===== config.mk =====
export PLATFORM = sky130hd
export DESIGN_NAME = srom_burst
export DESIGN_NICKNAME = d
export VERILOG_FILES = /design/src/rtl/srom_burst.sv
export SDC_FILE = /design/constraint.sdc
export NUM_CORES = 1
export LEC_CHECK = 0
export BUFFER_PORTS_ARGS = -buffer_cell sky130_fd_sc_hd__buf_4
export CAP_MARGIN = 10
export CORE_UTILIZATION = 65
export DETAILED_ROUTE_END_ITERATION = 12
export PLACE_DENSITY = 0.85
export SETUP_SLACK_MARGIN = 0.2
export SLEW_MARGIN = 25
export SYNTH_ARGS = -nofsm -noshare
export SYNTH_HDL_FRONTEND = slang
export SYNTH_SLANG_ARGS = --single-unit

===== constraint.sdc =====
create_clock -name clk -period 7.4 [get_ports clk]
set_input_delay 0 -clock clk [delete_from_list [all_inputs] [get_ports clk]]
set_output_delay 0 -clock clk [all_outputs]
set_load 0.01 [all_outputs]

===== src/rtl/srom_burst.sv =====
module srom_burst #(
  parameter int COL_W  = 8,
  parameter int DATA_W = 16,
  parameter int CL_MIN = 2,
  parameter int CL_MAX = 4,
  parameter int BURST  = 4
) (
  input  logic                           clk,
  input  logic                           rst_n,
  input  logic [1:0]                     cmd,
  input  logic [COL_W-1:0]               col,
  input  logic [$clog2(CL_MAX+1)-1:0]    lat,
  output logic [DATA_W-1:0]              dq,
  output logic                           dq_oe
);
  localparam int OFF_W = $clog2(BURST);
  localparam int CLW   = $clog2(CL_MAX+1);
  localparam int IDX_W = $clog2(CL_MAX);
  localparam logic [1:0] C_NOP  = 2'd0;
  localparam logic [1:0] C_READ = 2'd1;

  function automatic logic [DATA_W-1:0] rom_word(input logic [COL_W-1:0] a);
    logic [31:0] x;
    x = (32'(a) * 32'd40503) ^ 32'h5A3C;
    return x[DATA_W-1:0];
  endfunction

  logic [OFF_W-1:0]       rem, off;
  logic [COL_W-OFF_W-1:0] base;
  logic [CLW-1:0]         lat_r, lat_c;
  logic [CL_MAX-1:0]      pv;
  logic [DATA_W-1:0]      pd [CL_MAX];

  logic             is_rd, is_term, iss_v, idle;
  logic [COL_W-1:0] iss_a;
  logic [IDX_W-1:0] tap;

  assign is_rd   = cmd == C_READ;
  assign is_term = !is_rd && cmd != C_NOP;
  assign iss_v   = is_rd || (rem != '0 && cmd == C_NOP);
  assign iss_a   = is_rd ? col : {base, off};
  assign idle    = rem == '0 && pv == '0 && !is_rd;
  assign lat_c   = (lat < CLW'(CL_MIN)) ? CLW'(CL_MIN) :
                   (lat > CLW'(CL_MAX)) ? CLW'(CL_MAX) : lat;
  assign tap     = IDX_W'(lat_r - 1'b1);
  assign dq_oe   = pv[tap];
  assign dq      = dq_oe ? pd[tap] : '0;

  always_ff @(posedge clk) begin
    if (!rst_n) lat_r <= CLW'(CL_MAX);
    else if (idle) lat_r <= lat_c;
  end

  always_ff @(posedge clk) begin
    if (!rst_n) begin
      rem  <= '0;
      off  <= '0;
      base <= '0;
    end else if (is_rd) begin
      rem  <= OFF_W'(BURST-1);
      base <= col[COL_W-1:OFF_W];
      off  <= col[OFF_W-1:0] + 1'b1;
    end else if (is_term) begin
      rem <= '0;
    end else if (rem != '0) begin
      rem <= rem - 1'b1;
      off <= off + 1'b1;
    end
  end

  always_ff @(posedge clk) begin
    if (!rst_n) begin
      pv <= '0;
      for (int k = 0; k < CL_MAX; k++) pd[k] <= '0;
    end else begin
      pv    <= {pv[CL_MAX-2:0], iss_v};
      pd[0] <= iss_v ? rom_word(iss_a) : '0;
      for (int k = 1; k < CL_MAX; k++) pd[k] <= pd[k-1];
    end
  end
endmodule



## Word level (Yosys, flattened, before mapping)

Memory sizes are Yosys's and may differ from the RTL's.
Cells that the tools add are included.

- Memories kept: 1
- Logic and storage cells: 54
- Flip-flop bits (word level): 16
- Bits in writable memories: 64
- Output and inout bits: 17
- Input bits: 15

Memories:

| memory | depth | width | read ports | clocked after Yosys merged registers in | write ports | RTL line | source |
|---|---|---|---|---|---|---|---|
| pd | 4 | 16 | 4 | 0 | 4 | 32 | `logic [DATA_W-1:0] pd [CL_MAX];` |

- Bitwise operators: 5
- Reductions and logical operators: 14
- Multiplexer cells: 19
- Eq/ne operators: 2
- Multiply operators: 1
- Add/subtract/negate cells: 4
- Magnitude comparators: 3

Operators by type and width:

| cell | number |
|---|---|
| 16-bit two-way mux | 6 |
| 8-bit by 16-bit multiplier with 16-bit output (second input constant) | 1 |
| 2-bit two-way mux | 8 |
| 8-bit two-way mux | 1 |
| 8-bit NOT | 1 |
| 2-bit nonzero test | 3 |
| 2-bit by 1-bit adder with 2-bit output (second input constant) | 2 |
| 1-bit logical AND | 4 |
| 2-bit zero test | 2 |
| 4-bit zero test | 1 |
| 1-bit OR | 4 |
| 2-bit by 1-bit subtractor with 2-bit output (second input constant) | 2 |
| 3-bit greater-than comparator (second input constant) | 1 |
| 2-bit by 3-bit < comparator with 1-bit output (second input constant) | 1 |
| 3-bit by 2-bit < comparator with 1-bit output (second input constant) | 1 |
| 1-bit two-way mux | 3 |
| 3-bit nonzero test | 1 |
| 1-bit binary-select mux with 2-bit select | 1 |
| 2-bit by 1-bit == test with 1-bit output (second input constant) | 1 |
| 2-bit inequality test (second input constant) | 1 |
| 2-bit AND reduction | 1 |
| 1-bit zero test | 1 |
| 1-bit logical OR | 1 |

## Longest topological paths before layout

- Depth after elaboration: 6
- Gate-level depth with buffers: 19
- Gate-level depth less buffers: 18

## Worst setup path before layout

OpenSTA, ideal clock, no wires.

- Kind: input to register
- Start point: input port cmd[0]
- End point: memory pd[0][15]
- Stages on the path: 19
- Path slack: 2.976 ns
- Arrival time: 4.301 ns
- Library setup time: 0.123 ns
- Cells stage by stage: nor2b_4 -> buf_2 -> mux2_1 -> ha_1 -> inv_1 -> ha_1 -> inv_1 -> fa_1 -> inv_1 -> fa_1 -> inv_1 -> fa_1 -> inv_1 -> ha_1 -> o21ai_0 -> o21bai_1 -> o21ai_0 -> and3_1 -> mux2_1

RTL lines:

| item | RTL line | source |
|---|---|---|
| start: declaration | 10 | `input logic [1:0] cmd,` |
| end: declaration | 32 |  |

==> metrics <==
status=finished with violations; failing checks=DRC; largest net degree at the start of global routing=63; Arrival @ worst endpoint=5.27 ns; most used cell, CP=inv_1; number of global-route vias before repair=3139; Iter 0 DRT Violations=142; worst-path cell chain=dlygate4sd3_1 -> buf_4 -> nor2b_4 -> mux2i_1 -> inv_1 -> ha_1 -> inv_1 -> fa_1 -> inv_1 -> fa_1 -> inv_1 -> fa_1 -> inv_1 -> ha_1 -> o21ai_0 -> o21bai_1 -> o21ai_0 -> and3_1 -> mux2_1; CP bufs+invs=7; unrepaired setup endpoints after global routing=false; FP Rows=29; setup violators final=0; Initial Util=0.686; GPL Wtd Cong=0.973; GR Overflow Total=0; Core Util, Final=0.773; HP Class=in -> reg; CP Depth=19; PnR worst setup slack=2.36 ns; Mapped Avg Cell Area=10.5 µm²; combinational share of power=0.336; area delta synth->final=12.6%; top_reg_cell synth=dfxtp_1; synth top area cells=dfxtp_1 (36%), fa_1 (11%), ha_1 (11%); R2R Setup Slk=2.86 ns; Peak Freq=198 MHz; period utilization=0.681; Max Buffers Root-to-Sink=2; first-pass GRT wire length=14.3 mm; cts repair resizes=0; core footprint=0.00649 mm²; Startpoint Class=input pin; Synth top area share=0.359; Critical-path top delay cell=dlygate4sd3_1; via count=3030; via/cell ratio=5.58; CP endpoint kind=register; initial antenna violation count=0; Worst R2R Path Depth=17; CTS tree=yes; Place WS=2.57 ns; Synth Cell Area=0.00446 mm²; Seq pwr share=0.390; clock-pin transition on the worst setup and hold timing paths=0.08 ns; Largest stage delay, worst path=0.53 ns; Pleak=0.00238 µW; # IOs=32; Max Cap Viol=0; number of flops mapped to enable cells by yosys=0; Crit path max-delay family=adder cells; syn nets=502; Hold Path Depth=3; total die area=0.00719 mm²; Setup crit start=cmd[0]; die width=84.8 µm; sequential share of the synthesized area=0.359; Critical Path Fanout Max=13; crit path to=pd[0][15]; pwr dens=245 mW/mm²; share of cells above drive strength 1=0.150; WHS=0.0224 ns; CTS buffer count=9; Pint=815 µW; Switching Fraction=0.337; WS Path Type=in -> reg; Synth cell types=41; FF-to-FF End=pd[0][15]; FF-to-FF Start=base[5]; DP HPWL=6.31 mm; #FFs+latches synth=80; Nets=538; remaining antenna violation count=0; Final Power=1230 µW; total track usage=0.259; routed wire length=8.40 mm; WP data required=7.63 ns; Antenna diodes=0; endpoints failing hold=0; Worst VDD drop=146 µV; CTS root buffer=clkbuf_8; Slew Limit Fails=0; Port Buffers=31; First-pass DRT Iterations=8; Die Span Y=84.8 µm; P_sw=415 µW; Synth Instances=425; clk sinks=80; H-tree levels=3; Yosys top cell by area=dfxtp_1; Clock Skew=0.0103 ns; worst-skew pair later-pin latency=0.34 ns; drc violations=2; Total Neg Setup Slack=0 ns; Worst-Margin Slew=0.914 ns; Wirelength per Cell=15.5 µm; Synth Warn #=0; Async SR Flop Fraction=0; relative slew slack=0.390; Clock Power Share=0.275; Period minus WS final=5.04 ns
layout by cell type, fill, tap and decap left out, drive strengths merged, types with 10 or more instances in the layout:
| master | instances |
|---|---|
| a21oi | 11 |
| and2 | 53 |
| buf | 32 |
| clkbuf | 11 |
| dfxtp | 80 |
| fa | 24 |
| ha | 38 |
| inv | 55 |
| mux4 | 16 |
| nand2 | 10 |
| nor2 | 20 |
| nor2b | 23 |
| o21ai | 12 |
routing by layer:
layer  up-vias  global-route usage  part of all wire
met5         -                   0                 0
met2        60               0.450              0.52
met4         0               0.102             0.021
met3        16              0.0492             0.029
met1      1477               0.318              0.44
li1       1477                   -                 -
registers in the layout, summed over array words and instances, names as in the netlist:
signal  cells
pd         64
base        6
pv          4
off         2
rem         2
lat_r       2
tightest hold or removal path: cells and delay by family:
family | cells | cell delay (ns)
buffers and inverters | 1 | 0.09
multiplexers | 1 | 0.12
AND/OR/NAND/NOR | 1 | 0.12
per-stage QoR:
step                      cell area [µm²]  std cells
final                                5020        543
after floorplan                      4460        425
after CTS                            5020        543
after global placement               4730        520
after detailed placement             4730        520
after global routing                 5020        543
power groups by stage:
stage	logic, µW	clock network (µW)	registers, µW
3_5_place_dp	402	0	488
4_1_cts	411	344	479
6_report	413	338	479
5_1_grt	466	366	483
3_3_place_gp	389	0	487
2_1_floorplan	317	0	477
worst min path at each step:
| stage | startpoint | to | slack, ns |
|---|---|---|---|
| after floorplan | cmd[0] | rem[0] | 0.12 |
| after global placement | cmd[0] | rem[0] | 0.26 |
| after detailed placement | cmd[0] | rem[0] | 0.27 |
| after CTS | col[0] | pd[0][0] | 0.008 |
| after global routing | col[0] | pd[0][0] | 0.03 |
| final | col[0] | pd[0][0] | 0.02 |
final cells by class:
cell class	instances	area [µm²]
clock buffers	11	151
fillers	422	1480
multi-input cells	277	2590
inverters	54	203
clock inverters	5	63.8
flip-flops and latches	80	1600
well taps	77	96.3
repair buffers	39	310
cells by family after synthesis:
| kind of cell | after synthesis | synth area share |
|---|---|---|
| XOR/XNOR | 13 | 0.0286 |
| multiplexers | 29 | 0.111 |
| buffers and inverters | 68 | 0.0587 |
| AND/OR/NAND/NOR | 129 | 0.164 |
| adder cells (fa/ha/maj) | 62 | 0.214 |
| flip-flops | 80 | 0.359 |
| AO/OA/AOI/OAI | 44 | 0.0634 |
synthesized netlist by cell type, types with 3 or more instances:
library cell  number
nor2_1            20
o21ai_0            8
nor3_1             6
mux2i_1            9
nand2_1           10
a21oi_1           11
inv_1             52
o21ai_1            3
nand2b_1           3
buf_2              5
a211oi_1           4
o21a_1             4
or3_1              4
or2_1              3
mux4_2            16
ha_1              38
xor2_1             4
xnor2_1            8
a21o_1             6
and2_1            53
dfxtp_1           80
fa_1              24
nor2b_1           22
clkbuf_1           9
repair_timing:
action	CTS	global route
hold buffers	7	0
endpoints found under the hold margin	7	0
buffers inserted	0	0
Note: power is estimated with default switching activity, not from simulation.
